**src/rtl/sysclk_pkg.sv**
```systemverilog
package sysclk_pkg;

    typedef struct packed {
        logic sel;
        logic viol;
        logic phase;
        logic sys;
        logic dsp;
    } root_st_t;

    typedef struct packed {
        logic dac_ratio;
        logic adc_ratio;
        logic abs_min;
        logic hirate;
    } rate_flags_t;

    localparam int unsigned ABS_MIN_LO_HZ = 3_000_000;
    localparam int unsigned ABS_MIN_HI_HZ = 6_000_000;
    localparam int unsigned HIRATE_HZ     = 88_200;

endpackage

```
**src/rtl/sysclk_root.sv**
```systemverilog
module sysclk_root
    import sysclk_pkg::*;
(
    input  logic clk,
    input  logic rst_n,
    input  logic mclk_pulse,
    input  logic fll_pulse,
    input  logic src_wr,
    input  logic src_wr_val,
    input  logic sysclk_en,
    input  logic half_en,
    input  logic dsp_en,
    output logic src_sel,
    output logic src_viol,
    output logic sys_pulse,
    output logic dsp_pulse
);

    root_st_t st_d, st_q;
    logic     root_hit;

    always_comb begin
        st_d     = st_q;
        root_hit = st_q.sel ? fll_pulse : mclk_pulse;
        if (src_wr) begin
            if (sysclk_en) st_d.viol = 1'b1;
            else           st_d.sel  = src_wr_val;
        end
        if (!sysclk_en) begin
            st_d.phase = 1'b0;
            st_d.sys   = 1'b0;
        end else if (root_hit) begin
            st_d.sys   = half_en ? st_q.phase : 1'b1;
            st_d.phase = half_en ? ~st_q.phase : st_q.phase;
        end else begin
            st_d.sys   = 1'b0;
        end
        st_d.dsp = st_d.sys & dsp_en;
    end

    always_ff @(posedge clk or negedge rst_n) begin
        if (!rst_n) st_q <= '0;
        else        st_q <= st_d;
    end

    assign src_sel   = st_q.sel;
    assign src_viol  = st_q.viol;
    assign sys_pulse = st_q.sys;
    assign dsp_pulse = st_q.dsp;

    assert_src_hold_R3: assert property (@(posedge clk) disable iff (!rst_n)
        (src_wr && sysclk_en) |=> (src_sel == $past(src_sel)) && src_viol);

    assert_viol_sticky_R3: assert property (@(posedge clk) disable iff (!rst_n)
        src_viol |=> src_viol);

    assert_sys_gate_R4: assert property (@(posedge clk) disable iff (!rst_n)
        sys_pulse |-> $past(sysclk_en));

    assert_dsp_gate_R5: assert property (@(posedge clk) disable iff (!rst_n)
        dsp_pulse |-> $past(dsp_en && sysclk_en));

endmodule

```
**src/rtl/pulse_divider.sv**
```systemverilog
module pulse_divider #(
    parameter int W = 12
) (
    input  logic         clk,
    input  logic         rst_n,
    input  logic         en,
    input  logic         in_pulse,
    input  logic [W-1:0] div,
    output logic         out_pulse
);

    typedef struct packed {
        logic [W-1:0] cnt;
        logic         out;
    } div_st_t;

    div_st_t    st_d, st_q;
    logic [W:0] next_cnt;

    always_comb begin
        st_d     = st_q;
        next_cnt = {1'b0, st_q.cnt} + 1'b1;
        st_d.out = 1'b0;
        if (!en) begin
            st_d.cnt = '0;
        end else if (in_pulse) begin
            if (next_cnt >= {1'b0, div}) begin
                st_d.cnt = '0;
                st_d.out = 1'b1;
            end else begin
                st_d.cnt = next_cnt[W-1:0];
            end
        end
    end

    always_ff @(posedge clk or negedge rst_n) begin
        if (!rst_n) st_q <= '0;
        else        st_q <= st_d;
    end

    assign out_pulse = st_q.out;

    assert_tick_src_R6: assert property (@(posedge clk) disable iff (!rst_n)
        out_pulse |-> $past(en && in_pulse));

    assert_clear_off_R7: assert property (@(posedge clk) disable iff (!rst_n)
        !en |=> (st_q.cnt == '0) && !out_pulse);

endmodule

```
**src/rtl/rate_checker.sv**
```systemverilog
module rate_checker
    import sysclk_pkg::*;
#(
    parameter int HZ_W = 32
) (
    input  logic            clk,
    input  logic            rst_n,
    input  logic            dac_on,
    input  logic            adc_on,
    input  logic            dac_mono,
    input  logic            dac_hi_osr,
    input  logic            adc_hi_osr,
    input  logic [HZ_W-1:0] sysclk_hz,
    input  logic [HZ_W-1:0] fs_hz,
    output rate_flags_t     flags
);

    localparam int PW = HZ_W + 9;

    rate_flags_t   fl_d, fl_q;
    logic [8:0]    dac_mult, adc_mult;
    logic [PW-1:0] sys_ext, dac_need, adc_need;

    always_comb begin
        case ({dac_mono, dac_hi_osr})
            2'b00:   dac_mult = 9'd128;
            2'b01:   dac_mult = 9'd256;
            2'b10:   dac_mult = 9'd64;
            default: dac_mult = 9'd128;
        endcase
        adc_mult  = adc_hi_osr ? 9'd256 : 9'd128;
        sys_ext   = PW'(sysclk_hz);
        dac_need  = PW'(fs_hz) * PW'(dac_mult);
        adc_need  = PW'(fs_hz) * PW'(adc_mult);
        fl_d.dac_ratio = dac_on && (sys_ext < dac_need);
        fl_d.adc_ratio = adc_on && (sys_ext < adc_need);
        fl_d.abs_min   = dac_hi_osr ? (sysclk_hz < HZ_W'(ABS_MIN_HI_HZ))
                                    : (sysclk_hz < HZ_W'(ABS_MIN_LO_HZ));
        fl_d.hirate    = dac_on && adc_on && (fs_hz >= HZ_W'(HIRATE_HZ));
    end

    always_ff @(posedge clk or negedge rst_n) begin
        if (!rst_n) fl_q <= '0;
        else        fl_q <= fl_d;
    end

    assign flags = fl_q;

    assert_dac_needs_path_R8: assert property (@(posedge clk) disable iff (!rst_n)
        flags.dac_ratio |-> $past(dac_on));

    assert_adc_needs_path_R9: assert property (@(posedge clk) disable iff (!rst_n)
        flags.adc_ratio |-> $past(adc_on));

    assert_hirate_both_R11: assert property (@(posedge clk) disable iff (!rst_n)
        flags.hirate |-> $past(dac_on && adc_on));

endmodule

```
**src/rtl/sysclk_ctrl.sv**
```systemverilog
module sysclk_ctrl
    import sysclk_pkg::*;
#(
    parameter int DIV_W = 12,
    parameter int TMO_W = 10,
    parameter int HZ_W  = 32
) (
    input  logic             clk,
    input  logic             rst_n,
    input  logic             mclk_pulse,
    input  logic             fll_pulse,
    input  logic             src_wr,
    input  logic             src_wr_val,
    input  logic             sysclk_en,
    input  logic             half_en,
    input  logic             dsp_en,
    input  logic             tick_en,
    input  logic             tmo_en,
    input  logic [DIV_W-1:0] tick_div,
    input  logic [TMO_W-1:0] tmo_div,
    input  logic             dac_l_on,
    input  logic             dac_r_on,
    input  logic             adc_l_on,
    input  logic             adc_r_on,
    input  logic             dac_mono,
    input  logic             dac_hi_osr,
    input  logic             adc_hi_osr,
    input  logic [HZ_W-1:0]  sysclk_hz,
    input  logic [HZ_W-1:0]  fs_hz,
    output logic             src_sel,
    output logic             src_viol,
    output logic             sysclk_pulse,
    output logic             dsp_pulse,
    output logic             tick_pulse,
    output logic             tmo_pulse,
    output logic             err_dac_ratio,
    output logic             err_adc_ratio,
    output logic             err_abs_min,
    output logic             err_hirate
);

    logic        tick_chain_en, tmo_chain_en;
    rate_flags_t flags;

    assign tick_chain_en = tick_en & sysclk_en;
    assign tmo_chain_en  = tmo_en & tick_chain_en;

    sysclk_root u_root (
        .clk        (clk),
        .rst_n      (rst_n),
        .mclk_pulse (mclk_pulse),
        .fll_pulse  (fll_pulse),
        .src_wr     (src_wr),
        .src_wr_val (src_wr_val),
        .sysclk_en  (sysclk_en),
        .half_en    (half_en),
        .dsp_en     (dsp_en),
        .src_sel    (src_sel),
        .src_viol   (src_viol),
        .sys_pulse  (sysclk_pulse),
        .dsp_pulse  (dsp_pulse)
    );

    pulse_divider #(.W(DIV_W)) u_tick_div (
        .clk       (clk),
        .rst_n     (rst_n),
        .en        (tick_chain_en),
        .in_pulse  (sysclk_pulse),
        .div       (tick_div),
        .out_pulse (tick_pulse)
    );

    pulse_divider #(.W(TMO_W)) u_tmo_div (
        .clk       (clk),
        .rst_n     (rst_n),
        .en        (tmo_chain_en),
        .in_pulse  (tick_pulse),
        .div       (tmo_div),
        .out_pulse (tmo_pulse)
    );

    rate_checker #(.HZ_W(HZ_W)) u_rate (
        .clk        (clk),
        .rst_n      (rst_n),
        .dac_on     (dac_l_on | dac_r_on),
        .adc_on     (adc_l_on | adc_r_on),
        .dac_mono   (dac_mono),
        .dac_hi_osr (dac_hi_osr),
        .adc_hi_osr (adc_hi_osr),
        .sysclk_hz  (sysclk_hz),
        .fs_hz      (fs_hz),
        .flags      (flags)
    );

    assign err_dac_ratio = flags.dac_ratio;
    assign err_adc_ratio = flags.adc_ratio;
    assign err_abs_min   = flags.abs_min;
    assign err_hirate    = flags.hirate;

    assert_tmo_chain_R7: assert property (@(posedge clk) disable iff (!rst_n)
        tmo_pulse |-> $past(tick_pulse && tmo_chain_en));

endmodule

```
**config.mk**
```make
export PLATFORM = sky130hd
export DESIGN_NAME = sysclk_ctrl
export DESIGN_NICKNAME = d
export VERILOG_FILES = /design/src/rtl/sysclk_pkg.sv /design/src/rtl/sysclk_root.sv /design/src/rtl/pulse_divider.sv /design/src/rtl/rate_checker.sv /design/src/rtl/sysclk_ctrl.sv
export SDC_FILE = /design/constraint.sdc
export NUM_CORES = 1
export LEC_CHECK = 0
export ABC_AREA = 1
export CAP_MARGIN = 15
export CORE_MARGIN = 8
export CORE_UTILIZATION = 65
export CTS_CLUSTER_SIZE = 8
export DETAILED_ROUTE_END_ITERATION = 10
export DONT_BUFFER_PORTS = 1
export PLACE_DENSITY_LB_ADDON = 0.05
export SYNTH_ARGS = -nofsm -noshare
export SYNTH_HDL_FRONTEND = slang
export SYNTH_SLANG_ARGS = --single-unit
```
**constraint.sdc**
```tcl
create_clock -name clk -period 5.2 [get_ports clk]
set_input_delay 1.04 -clock clk [delete_from_list [all_inputs] [get_ports clk]]
set_output_delay 1.04 -clock clk [all_outputs]
set_load 0.05 [all_outputs]
```
==> flow_summary_export.csv <==
group,metric,value,unit
global_route,grt_use_met1,29.9,%
timing,setup-tns-final,-150,ps
clocking,cts_buffers,5,
global_route,antenna_found_initial,0,
critical_path,cp.arrival,5560,ps
critical_path,rr_endpoint,"u_tmo_div.st_q[4]",
synthesis,yosys.area.top_type_share,33.2,%
power_and_ir_drop,power-per-cell-area,164,nW/um2
global_route,busiest_layer,"met2",
timing,clock_skew,4.88,ps
cells_and_area,fin_nets,2426,
global_route,grt_max_degree,52,
cells_and_area,seq_area,826,um2
critical_path,cp-end-kind,"register",
critical_path,required,5410,ps
floorplan,placementRows,49,
timing,finalCritPeriodShare,103,%
outcome,violations,"negative setup slack",
critical_path,crit_type,"in2reg",
timing,min_period,5350,ps
synthesis,ys_warn_count,0,
cells_and_area,area_growth,19.8,%
detailed_routing,drcViolationCount,0,
global_route,use_met3,4.99,%
clocking,clock-sinks,33,
clocking,clk_pin_slew,50,ps
synthesis,yosysSeqAreaShare,6.96,%
critical_path,worstRegToRegCells,17,
critical_path,worstPathMaxFanout,6,
clocking,clock_latency,280,ps
clocking,cts_hold_buffers,0,
synthesis,synth_edf_count,0,
floorplan,io_pins,114,
synthesis,synth_area_per_cell,6.37,um2
power_and_ir_drop,totalPowerFinal,0.00233,W
timing,slew_viol_final,0,
detailed_routing,wl_per_cell,16.1,um
synthesis,synth_cell_types,43,
synthesis,ys_top_cells_by_area,"ha_1 (33%), nand2_1 (19%), inv_1 (11%), dfrtp_1 (7.0%), fa_1 (5.7%)",
placed_design,hpwl,26100,um
synthesis,syn_inst,1861,
clocking,cts_max_level,2,
global_route,grt_first_pass_wirelength,48800,um
cells_and_area,stdcell_area,14200,um2
timing,finalSetupViolCount,1,
job,drv_cap,0,
critical_path,regToRegSetupSlack,2300,ps
detailed_routing,firstDrtPassIters,6,
synthesis,ys_ff_latch,33,
power_and_ir_drop,power_frac_clock,13.3,%
floorplan,die-height,151,um
floorplan,initial_core_util,66.0,%
critical_path,critPathLaunch,"dac_mono",
power_and_ir_drop,p_sw_share,47.7,%
power_and_ir_drop,ir_drop,0.000270,V
placed_design,routabilityCongestion,0.919,
floorplan,die-area,22800,um2
cells_and_area,fill_cells,1296,
power_and_ir_drop,seq_power_share,12.0,%
timing,fmax,187,MHz
critical_path,start_kind,"input port",
power_and_ir_drop,power_frac_comb,74.6,%
placed_design,port_buffers,0,
critical_path,r2r-start,"u_tmo_div.st_q[1]",
clocking,cts_tree,"built",
detailed_routing,antenna_left,0,
detailed_routing,drt-total-wl,35500,um
timing,fin_ws,-150,ps
cells_and_area,drive_gt1_share,12.1,%
timing,hold_slack,450,ps
worst_hold_path,hold_class,"in2async",
global_route,grt_pass1_vias,10900,
cells_and_area,final_core_util,79.1,%
synthesis,yosysTopAreaCell,"ha_1",
cells_and_area,multi_input_area,10800,um2
timing,slew_headroom,51.1,%
power_and_ir_drop,p_leak,8.25,nW
floorplan,coreArea,18000,um2
synthesis,synthArstFlopShare,100,%
synthesis,post-synth-top-count-cell,"nand2_1",
synthesis,synth_area,11900,um2
timing,finalHoldViolations,0,
power_and_ir_drop,p_switching,0.00111,W
synthesis,synth_flop_cell,"dfrtp_1",
clocking,cts_buffer_depth,2,
detailed_routing,dr_total_vias,12300,
floorplan,die_width,151,um
cells_and_area,antenna_cells,0,
global_route,grt_remaining_overflow,0,
timing,worst-slew-pin-transition,731,ps
power_and_ir_drop,p_int,0.00122,W
global_route,grt.total_usage,26.0,%
clocking,ctsRootBufferMaster,"clkbuf_16",
outcome,status,"finished, violations left",
synthesis,yosys-top-cells-count,"nand2_1 (613), inv_1 (354), ha_1 (315), nor2_1 (130), nand3_1 (76)",
placed_design,place_area,12800,um2
detailed_routing,drt_iter0_drc,725,
detailed_routing,post_drt_via_cell_ratio,5.57,
global_route,use_met2,48.1,%
[power groups by stage]
stage          clock [W]  combinational (W)  sequential, W
6_report        0.000310            0.00174       0.000279
5_1_grt         0.000322            0.00194       0.000280
4_1_cts         0.000312            0.00139       0.000279
3_5_place_dp           0            0.00137       0.000283
3_3_place_gp           0            0.00132       0.000283
2_1_floorplan          0            0.00103       0.000281
[per-layer routing]
| metal | vias to the layer above | share of wire (%) |
|---|---|---|
| li1 | 6108 | - |
| met1 | 5490 | 38 |
| met2 | 517 | 48 |
| met3 | 160 | 8.8 |
| met4 | 0 | 5.5 |
| met5 | - | 0 |
[what timing repair did]
action | CTS | global route
pin swaps | 5 | 29
resized for setup | 16 | 126
endpoints found under the setup margin | 1 | 1
buffers inserted | 3 | 8
[final cells by class]
cell class / count / share of cell area [%]
repair buffers: 98 / 5.43
well taps: 229 / 2.02
flip-flops and latches: 33 / 5.81
multi-input cells: 1481 / 76.3
clock inverters: 1 / 0.0352
clock buffers: 7 / 1.07
inverters: 354 / 9.35
[worst max-delay path by stage]
stage	endpoint	slack, ps	depth (start not counted)
4_1_cts	u_rate.flags[3]	5	28
6_report	u_rate.flags[3]	-150	28
2_1_floorplan	u_rate.flags[3]	8	32
3_5_place_dp	u_rate.flags[3]	-420	28
5_1_grt	u_rate.flags[3]	-370	28
3_3_place_gp	u_rate.flags[3]	-380	31
[sequential cells by signal, summed over array words and instances (netlist names)]
name / count
u_root.src_viol: 1
u_tick_div.out_pulse: 1
u_tmo_div.out_pulse: 1
u_rate.flags: 4
u_root.dsp_pulse: 1
u_root.src_sel: 1
u_root.sys_pulse: 1
u_tmo_div.st_q: 10
u_tick_div.st_q: 12
u_root.st_q: 1
[placed cells by master, fill, tap and decap left out, drive strengths merged, types with 29 or more instances in the layout]
cell / netlist / final
nand2: 614 / 614
inv: 354 / 354
ha: 315 / 315
nor2: 134 / 134
buf: 3 / 98
nand3: 76 / 76
a21oi: 68 / 68
o21ai: 56 / 56
fa: 34 / 34
dfrtp: 33 / 33
nand4: 33 / 33
conb: 2 / 31
xor2: 29 / 29
[metrics by stage]
step	cells	setup slack (ps)
after global placement	2184	-380
after CTS	2195	4.71
after global routing	2203	-369
final	2203	-150
after floorplan	1890	8.50
after detailed placement	2184	-421
[critical path, stage by stage]
cell	delay [ps]
inv_1	40
ha_4	190
buf_6	130
nand2_1	80
inv_1	60
fa_1	490
ha_1	330
ha_4	290
ha_4	200
ha_4	170
fa_2	400
nand2_2	100
nand3_2	80
nand2_1	110
xor2_1	450
ha_1	360
nand2_1	100
o21a_1	130
nand3_1	90
nand2_1	80
nand2_1	80
nand2_1	80
nand2_1	70
nand2_1	80
nand2_1	70
nand2_1	80
nand2_1	60
a21oi_2	110
[kinds of logic (layout without fill, tap and decap cells)]
family                     after synthesis  in the layout  synth area share (%)
adders and majority gates              349            349                  39.0
AOI/OAI and AO/OA                      157            157                  7.27
other                                    2             31                0.0633
DFF                                     33             33                  6.96
and+or+nand+nor                        891            891                  30.8
muxes                                    1              1                0.0844
xor gates and xnor gates                52             52                  3.84
buffers and inverters                  376            460                  12.0
Note: power is estimated with default switching activity, not from simulation.
